## config.mk

```make
export PLATFORM = sky130hd
export DESIGN_NAME = spq_master
export DESIGN_NICKNAME = d
export VERILOG_FILES = /design/src/rtl/spq_pkg.sv /design/src/rtl/spq_store.sv /design/src/rtl/spq_shift.sv /design/src/rtl/spq_master.sv
export SDC_FILE = /design/constraint.sdc
export NUM_CORES = 1
export LEC_CHECK = 0
export BUFFER_PORTS_ARGS = -buffer_cell sky130_fd_sc_hd__buf_4
export CORE_ASPECT_RATIO = 2
export CORE_MARGIN = 2
export CORE_UTILIZATION = 50
export CTS_BUF_LIST = sky130_fd_sc_hd__clkbuf_16
export DETAILED_ROUTE_END_ITERATION = 12
export PLACE_DENSITY = 0.66
export SYNTH_ARGS = -nofsm -noshare
export SYNTH_HDL_FRONTEND = slang
export SYNTH_SLANG_ARGS = --single-unit
```

## constraint.sdc

```tcl
create_clock -name clk -period 5.35 [get_ports clk]
set_input_delay 0.2675 -clock clk [delete_from_list [all_inputs] [get_ports clk]]
set_output_delay 0.2675 -clock clk [all_outputs]
set_load 0.03 [all_outputs]
```

## src/rtl/spq_pkg.sv

```systemverilog
`timescale 1ns/1ps
package spq_pkg;
    typedef enum logic [2:0] {
        S_IDLE  = 3'd0,
        S_LOAD  = 3'd1,
        S_SHIFT = 3'd2,
        S_PAUSE = 3'd3,
        S_GAP   = 3'd4
    } spq_state_e;

    // command byte field positions
    localparam int CMD_LEN8 = 4;
    localparam int CMD_DLY  = 5;
    localparam int CMD_KEEP = 6;

    // register offsets inside the register region
    localparam logic [2:0] REG_CTRL = 3'd0;
    localparam logic [2:0] REG_PTR  = 3'd1;
    localparam logic [2:0] REG_DIV  = 3'd2;
    localparam logic [2:0] REG_IDLE = 3'd3;
    localparam logic [2:0] REG_STAT = 3'd4;
endpackage

```

## src/rtl/spq_store.sv

```systemverilog
`timescale 1ns/1ps
module spq_store #(
    parameter int ENTRIES = 16,
    parameter int DIV_W   = 8,
    parameter int CS_W    = 4,
    localparam int PW     = $clog2(ENTRIES),
    localparam int AW     = PW + 2
) (
    input  logic             clk,
    input  logic             rst_n,
    input  logic             host_we,
    input  logic [AW-1:0]    host_addr,
    input  logic [15:0]      host_wdata,
    input  logic [AW-1:0]    host_raddr,
    output logic [15:0]      host_rdata,
    input  logic [PW-1:0]    eng_idx,
    output logic [7:0]       eng_cmd,
    output logic [15:0]      eng_tx,
    input  logic             eng_rx_we,
    input  logic [15:0]      eng_rx,
    input  logic             eng_done_set,
    output logic             cfg_en,
    output logic             cfg_irq_en,
    output logic [PW-1:0]    cfg_first,
    output logic [PW-1:0]    cfg_last,
    output logic [DIV_W-1:0] cfg_div,
    output logic [CS_W-1:0]  cfg_idle,
    output logic             go,
    output logic             done_flag,
    output logic [PW-1:0]    cpt_idx
);
    import spq_pkg::*;

    logic [7:0]  cmd_mem [ENTRIES];
    logic [15:0] tx_mem  [ENTRIES];
    logic [15:0] rx_mem  [ENTRIES];

    logic [1:0]    w_reg, r_reg;
    logic [PW-1:0] w_idx, r_idx;
    logic [2:0]    w_sub, r_sub;
    logic          reg_we;

    assign w_reg  = host_addr[AW-1 -: 2];
    assign w_idx  = host_addr[PW-1:0];
    assign w_sub  = host_addr[2:0];
    assign r_reg  = host_raddr[AW-1 -: 2];
    assign r_idx  = host_raddr[PW-1:0];
    assign r_sub  = host_raddr[2:0];
    assign reg_we = host_we && (w_reg == 2'd3);
    assign go     = reg_we && (w_sub == REG_CTRL) && host_wdata[0];

    always_ff @(posedge clk) begin
        if (host_we && w_reg == 2'd0) cmd_mem[w_idx] <= host_wdata[7:0];
        if (host_we && w_reg == 2'd1) tx_mem[w_idx]  <= host_wdata;
        if (eng_rx_we)                rx_mem[eng_idx] <= eng_rx;
    end

    assign eng_cmd = cmd_mem[eng_idx];
    assign eng_tx  = tx_mem[eng_idx];

    always_ff @(posedge clk or negedge rst_n) begin
        if (!rst_n) begin
            cfg_en     <= 1'b0;
            cfg_irq_en <= 1'b0;
            cfg_first  <= '0;
            cfg_last   <= '0;
            cfg_div    <= '0;
            cfg_idle   <= '1;
            done_flag  <= 1'b0;
            cpt_idx    <= '0;
        end else begin
            if (reg_we && w_sub == REG_CTRL) begin
                cfg_en     <= host_wdata[0];
                cfg_irq_en <= host_wdata[1];
            end
            if (reg_we && w_sub == REG_PTR) begin
                cfg_first <= host_wdata[PW-1:0];
                cfg_last  <= host_wdata[PW +: PW];
            end
            if (reg_we && w_sub == REG_DIV)  cfg_div  <= host_wdata[DIV_W-1:0];
            if (reg_we && w_sub == REG_IDLE) cfg_idle <= host_wdata[CS_W-1:0];
            if (eng_done_set)
                done_flag <= 1'b1;
            else if (reg_we && w_sub == REG_STAT && host_wdata[0])
                done_flag <= 1'b0;
            if (eng_rx_we) cpt_idx <= eng_idx;
        end
    end

    always_comb begin
        host_rdata = '0;
        unique case (r_reg)
            2'd0: host_rdata[7:0] = cmd_mem[r_idx];
            2'd1: host_rdata      = tx_mem[r_idx];
            2'd2: host_rdata      = rx_mem[r_idx];
            default: begin
                if (r_sub == REG_CTRL) host_rdata[1:0] = {cfg_irq_en, cfg_en};
                if (r_sub == REG_PTR) begin
                    host_rdata[PW-1:0]  = cfg_first;
                    host_rdata[PW +: PW] = cfg_last;
                end
                if (r_sub == REG_DIV)  host_rdata[DIV_W-1:0] = cfg_div;
                if (r_sub == REG_IDLE) host_rdata[CS_W-1:0]  = cfg_idle;
                if (r_sub == REG_STAT) begin
                    host_rdata[0]      = done_flag;
                    host_rdata[4 +: PW] = cpt_idx;
                end
            end
        endcase
    end
endmodule

```

## src/rtl/spq_shift.sv

```systemverilog
`timescale 1ns/1ps
module spq_shift #(
    parameter int DIV_W   = 8,
    parameter int WORD_W  = 16,
    localparam int SHORT_W = WORD_W / 2,
    localparam int BW      = $clog2(WORD_W)
) (
    input  logic              clk,
    input  logic              rst_n,
    input  logic              start,
    input  logic              len8,
    input  logic [WORD_W-1:0] tx,
    input  logic [DIV_W-1:0]  div,
    input  logic              miso,
    output logic              sclk,
    output logic              mosi,
    output logic [WORD_W-1:0] rx,
    output logic              last
);
    logic              busy;
    logic [DIV_W-1:0]  cnt;
    logic [BW-1:0]     bits_left;
    logic [WORD_W-1:0] sreg;
    logic              tick;

    assign tick = busy && (cnt == div);
    assign last = tick && sclk && (bits_left == '0);
    assign mosi = sreg[WORD_W-1];

    always_ff @(posedge clk or negedge rst_n) begin
        if (!rst_n) begin
            busy      <= 1'b0;
            sclk      <= 1'b0;
            cnt       <= '0;
            bits_left <= '0;
            sreg      <= '0;
            rx        <= '0;
        end else if (start) begin
            busy      <= 1'b1;
            sclk      <= 1'b0;
            cnt       <= '0;
            bits_left <= len8 ? BW'(SHORT_W - 1) : BW'(WORD_W - 1);
            sreg      <= len8 ? {tx[SHORT_W-1:0], {SHORT_W{1'b0}}} : tx;
            rx        <= '0;
        end else if (tick) begin
            cnt <= '0;
            if (!sclk) begin
                sclk <= 1'b1;
                rx   <= {rx[WORD_W-2:0], miso};
            end else begin
                sclk <= 1'b0;
                if (bits_left == '0) begin
                    busy <= 1'b0;
                end else begin
                    bits_left <= bits_left - 1'b1;
                    sreg      <= {sreg[WORD_W-2:0], 1'b0};
                end
            end
        end else if (busy) begin
            cnt <= cnt + 1'b1;
        end
    end
endmodule

```

## src/rtl/spq_master.sv

```systemverilog
`timescale 1ns/1ps
module spq_master #(
    parameter int ENTRIES   = 16,
    parameter int DIV_W     = 8,
    parameter int CS_W      = 4,
    parameter int DELAY_CYC = 8,
    localparam int PW       = $clog2(ENTRIES),
    localparam int AW       = PW + 2,
    localparam int DCW      = $clog2(DELAY_CYC)
) (
    input  logic            clk,
    input  logic            rst_n,
    input  logic            host_we,
    input  logic [AW-1:0]   host_addr,
    input  logic [15:0]     host_wdata,
    input  logic [AW-1:0]   host_raddr,
    output logic [15:0]     host_rdata,
    output logic            sclk,
    output logic            mosi,
    input  logic            miso,
    output logic [CS_W-1:0] sel,
    output logic            irq
);
    import spq_pkg::*;

    spq_state_e       state, state_nx, after;
    logic [PW-1:0]    cur;
    logic [7:0]       cmd_q;
    logic [DCW-1:0]   dcnt;
    logic [7:0]       eng_cmd;
    logic [15:0]      eng_tx, sh_rx;
    logic             sh_start, sh_last, rx_we, done_set, slot_end, is_last;
    logic             cfg_en, cfg_irq_en, go, done_flag;
    logic [PW-1:0]    cfg_first, cfg_last, cpt_idx;
    logic [DIV_W-1:0] cfg_div;
    logic [CS_W-1:0]  cfg_idle;
    logic             unused_cmd_bits;

    assign unused_cmd_bits = ^{eng_cmd[7:CMD_DLY], cmd_q[7], cmd_q[CMD_LEN8:CS_W]};

    spq_store #(.ENTRIES(ENTRIES), .DIV_W(DIV_W), .CS_W(CS_W)) u_store (
        .clk(clk), .rst_n(rst_n),
        .host_we(host_we), .host_addr(host_addr), .host_wdata(host_wdata),
        .host_raddr(host_raddr), .host_rdata(host_rdata),
        .eng_idx(cur), .eng_cmd(eng_cmd), .eng_tx(eng_tx),
        .eng_rx_we(rx_we), .eng_rx(sh_rx), .eng_done_set(done_set),
        .cfg_en(cfg_en), .cfg_irq_en(cfg_irq_en), .cfg_first(cfg_first),
        .cfg_last(cfg_last), .cfg_div(cfg_div), .cfg_idle(cfg_idle),
        .go(go), .done_flag(done_flag), .cpt_idx(cpt_idx)
    );

    spq_shift #(.DIV_W(DIV_W), .WORD_W(16)) u_shift (
        .clk(clk), .rst_n(rst_n), .start(sh_start),
        .len8(eng_cmd[CMD_LEN8]), .tx(eng_tx), .div(cfg_div), .miso(miso),
        .sclk(sclk), .mosi(mosi), .rx(sh_rx), .last(sh_last)
    );

    assign is_last  = (cur == cfg_last);
    assign slot_end = (state == S_SHIFT && sh_last && !cmd_q[CMD_DLY]) ||
                      (state == S_PAUSE && dcnt == DCW'(DELAY_CYC - 1));
    assign irq      = done_flag && cfg_irq_en;

    // next-state selection
    always_comb begin
        after    = (is_last || !cfg_en) ? S_IDLE
                 : (cmd_q[CMD_KEEP] ? S_LOAD : S_GAP);
        state_nx = state;
        unique case (state)
            S_IDLE:  if (go) state_nx = S_LOAD;
            S_LOAD:  state_nx = S_SHIFT;
            S_SHIFT: if (sh_last) state_nx = cmd_q[CMD_DLY] ? S_PAUSE : after;
            S_PAUSE: if (slot_end) state_nx = after;
            S_GAP:   state_nx = S_LOAD;
            default: state_nx = S_IDLE;
        endcase
    end

    // state register
    always_ff @(posedge clk or negedge rst_n) begin
        if (!rst_n) state <= S_IDLE;
        else        state <= state_nx;
    end

    // slot pointer, latched command and pause counter
    always_ff @(posedge clk or negedge rst_n) begin
        if (!rst_n) begin
            cur   <= '0;
            cmd_q <= '0;
            dcnt  <= '0;
        end else begin
            if (state == S_IDLE && go)                 cur <= cfg_first;
            else if (slot_end && !is_last && cfg_en)   cur <= cur + 1'b1;
            if (state == S_LOAD)                       cmd_q <= eng_cmd;
            dcnt <= (state == S_PAUSE) ? dcnt + 1'b1 : '0;
        end
    end

    // outputs
    always_comb begin
        sel      = cfg_idle;
        sh_start = 1'b0;
        rx_we    = 1'b0;
        unique case (state)
            S_LOAD: begin
                sel      = eng_cmd[CS_W-1:0];
                sh_start = 1'b1;
            end
            S_SHIFT: begin
                sel   = cmd_q[CS_W-1:0];
                rx_we = sh_last;
            end
            S_PAUSE: sel = cmd_q[CS_W-1:0];
            default: sel = cfg_idle;
        endcase
        done_set = slot_end && is_last;
    end
endmodule

```

==> summary.md <==
| Metric | Value |
|---|---|
| Final worst path period need | `between 3 and 4 ns` |
| CORE AREA | `about 0.063 mm^2` |
| Root buf cell | `clkbuf_16` |
| Clk sinks | `approximately 730` |
| Post-synth net total | `~1700` |
| Top FF cell, synth | `edfxtp_1` |
| Crit path DAT | `around 3.7 ns` |
| Post-synthesis cell area | `~0.032 mm^2` |
| Die Y | `360 um` |
| Mapped Cells | `about 1700` |
| Leak Pwr | `about 12 nW` |
| Final WL | `roughly 83 mm` |
| Max-cap violations | `0` |
| Skew final | `roughly 0.017 ns` |
| Hold depth | `5` |
| CTS H-tree depth | `2` |
| Post-synthesis mux area share | `0.217` |
| Top-area cell type share of the netlist area | `0.606` |
| Maximum vdd drop | `about 0.00026 V` |
| Fin Setup TNS | `0 ns` |
| Post-CTS setup buffer count | `0` |
| Post-synth top cells | `640 x edfxtp_1, 271 x mux4_2, 93 x nand2_1, 85 x dfrtp_1, 80 x a22oi_1` |
| Area leader, netlist | `edfxtp_1` |
| Port-buffer cells | `54` |
| TritonCTS Buffers | `around 60` |
| Nets | `~1800` |
| Number of synthesized flops with an enable pin | `640` |
| Compound-Gate Fraction of Synth Area | `0.0397` |
| Unrepaired setup endpoints after global routing | `false` |
| Worst-Skew Late Latency | `about 0.64 ns` |
| Ratio of cells with drive above 1 in the final layout | `0.302` |
| Worst slew margin | `0.246` |
| FFs w/ async S/R, synth | `0.122` |
| CP Capture Type | `output port` |
| Worst-path clk slew | `roughly 0.070 ns` |
| Largest net degree at the start of global routing | `roughly 80` |
| Pre-antenna DRT Iters | `7` |
| Cts hold-fix bufs | `10` |
| IO Count | `between 50 and 60` |
| Post-synthesis adder-cell area fraction | `0.00513` |
| CP max FO | `37` |
| Setup crit start kind | `flop` |
| Final WS setup | `about 1.4 ns` |
| Post-DR vias/cell | `6.64` |
| Post-DR wirelength/cell | `between 30 and 40 um` |
| Routability cong. | `slightly below 0.9` |
| Die ar. | `between 0.06 and 0.07 mm^2` |
| DRC viols | `0` |
| Flops & latches, synth | `roughly 730` |
| XOR/XNOR Fraction of Synth Area | `0.00663` |
| Mean post-synth cell area | `about 19 um^2` |
| WP data required | `between 5 and 6 ns` |
| Site Rows | `130` |
| Status | `complete, no violations` |
| Tcrit/Tclk final | `0.731` |
| Crit Reg-Reg Endpoint | `u_store.rx_mem[7][4]` |
| Reg2reg setup slack | `1.73 ns` |
| WHS Endpoint | `u_store.cfg_en` |
| Hold Slack | `about 0.077 ns` |
| Vias in the first global route | `17994` |
| Fmax | `about 260 MHz` |
| PD cells | `370 mW/mm^2` |
| Most common cell in the synthesized netlist | `edfxtp_1` |
| First-pass GRT wire length | `~120 mm` |
| Worst Hold Class | `input port to flop` |
| FF-to-FF path depth | `6` |
| Max Buffers Root-to-Sink | `3` |
| Netlist cell types | `a little under 50` |
| CTS tree | `built` |
| Die width | `around 180 um` |
| Synth warn | `0` |
| Area Overhead vs Synth | `11.1%` |
| Simple-gate portion of the synthesized area | `0.0386` |
| Final core utilization | `0.561` |
| Post-CTS sizing | `0` |
| Sequential area share after synthesis | `0.676` |
| Worst flop-to-flop path startpoint | `u_shift.cnt[0]` |
| Post-detail-place hpwl | `between 50 and 60 mm` |
| Worst-Margin Slew | `1.13 ns` |
| GR Util All Layers | `0.259` |
| Starting Density | `0.505` |
| Initial antenna violation count | `0` |
| Main combinational cell family by area after synthesis | `multiplexers` |
| Min-delay src | `host_addr[2]` |
| Ranking of synthesized cells by area | `edfxtp_1 61%, mux4_2 19%, dfrtp_1 6.7%` |
| Setup violators final | `0` |
| Pre-CTS WS | `1.74 ns` |
| Design Power | `about 13 mW` |
| 1st-iter DRT viols | `roughly 1600` |
| Critical path class | `flop to output port` |
| Ant diodes | `0` |
| Routed via count | `around 17000` |
| GRT Residual Overflow | `0` |
| Final hold violations | `0` |
| Pins over their slew limit | `0` |
| Final ANT Viol Nets | `0` |
[metrics by stage]
| step | area, um^2 | cells |
|---|---|---|
| 6_report | 35300 | 2583 |
| 5_1_grt | 35300 | 2583 |
| 4_1_cts | 35300 | 2583 |
| 3_5_place_dp | 33100 | 2457 |
| 3_3_place_gp | 33100 | 2457 |
| 2_1_floorplan | 31700 | 1679 |
[layout by cell type, fill, tap and decap left out, types with 5 or more instances in the layout]
cell type / synthesis / final
clkinv_1: 0 / 16
edfxtp_1: 640 / 640
and2_1: 6 / 6
a21oi_1: 32 / 32
bufinv_16: 0 / 8
a22o_1: 18 / 18
clkinvlp_4: 0 / 7
mux2i_1: 46 / 46
nor2_1: 76 / 47
nor2b_1: 19 / 17
a31oi_1: 11 / 11
nand2_1: 93 / 93
nand2b_1: 9 / 9
xor2_1: 9 / 9
and3_1: 5 / 5
xnor2_1: 15 / 15
clkbuf_16: 0 / 61
o21ai_0: 22 / 22
a22oi_1: 80 / 80
or3_1: 6 / 6
clkinv_2: 0 / 12
nand3_1: 16 / 16
ha_1: 13 / 13
buf_4: 3 / 95
nor3_2: 0 / 6
a221oi_1: 6 / 6
nand4_1: 6 / 6
mux2_2: 29 / 29
inv_1: 10 / 16
nor2_2: 0 / 29
dlygate4sd3_1: 0 / 10
mux4_2: 271 / 271
dfrtp_1: 85 / 83
[worst max path at each step]
stage	cells after the start	from	endpoint
final	6	cur[0]	sel[1]
after global routing	6	cur[0]	sel[0]
after CTS	6	cur[0]	sel[1]
after detailed placement	9	host_raddr[0]	host_rdata[7]
after global placement	9	host_raddr[0]	host_rdata[7]
after floorplan	7	u_shift.cnt[0]	u_store.rx_mem[3][0]
[flip-flops by register name (all words and copies together) (netlist names), 6 cells and up]
name             flops
u_store.rx_mem     256
u_store.tx_mem     256
u_store.cmd_mem    128
u_shift.rx          16
u_shift.sreg        16
u_shift.cnt          8
u_store.cfg_div      8
cmd_q                6
[power breakdown]
group          leakage [nW]  total [mW]  internal, mW  switching (mW)
combinational          3.88        1.82         0.771            1.05
sequential             7.22        6.67          6.38           0.285
clock                 0.993        4.54          2.47            2.07
[kinds of logic after synthesis]
group	count (synthesis)
xor+xnor	24
flops	729
mux	346
buf+inv	123
fa+ha+maj	13
compound gates	183
simple gates	261
[worst max-delay path, stage by stage, from the launching register on]
cell and delay, ns:
dfrtp_4 0.94, buf_4 0.55, mux4_2 0.58, mux4_2 0.51, nand2_1 0.11, nand3_1 0.10
buf_4 0.18
[layer usage]
metal / track usage / part of all wire / vias up / routed length [um]
li1: - / - / 7046 / -
met1: 0.311 / 0.35 / 9129 / 28900
met2: 0.454 / 0.53 / 791 / 44500
met3: 0.0318 / 0.063 / 190 / 5260
met4: 0.138 / 0.058 / 0 / 4880
met5: 0 / 0 / - / 0
[area by class of cell]
cell class | instances | area, um^2
Inverter | 10 | 37.5
Clock buffer | 61 | 1530
Multi-Input combinational cell | 827 | 9860
Tap cell | 792 | 991
Clock inverter | 55 | 495
Sequential cell | 729 | 21500
Fill cell | 4797 | 27500
Timing Repair Buffer | 109 | 882
(Power assumes the default switching activity.)
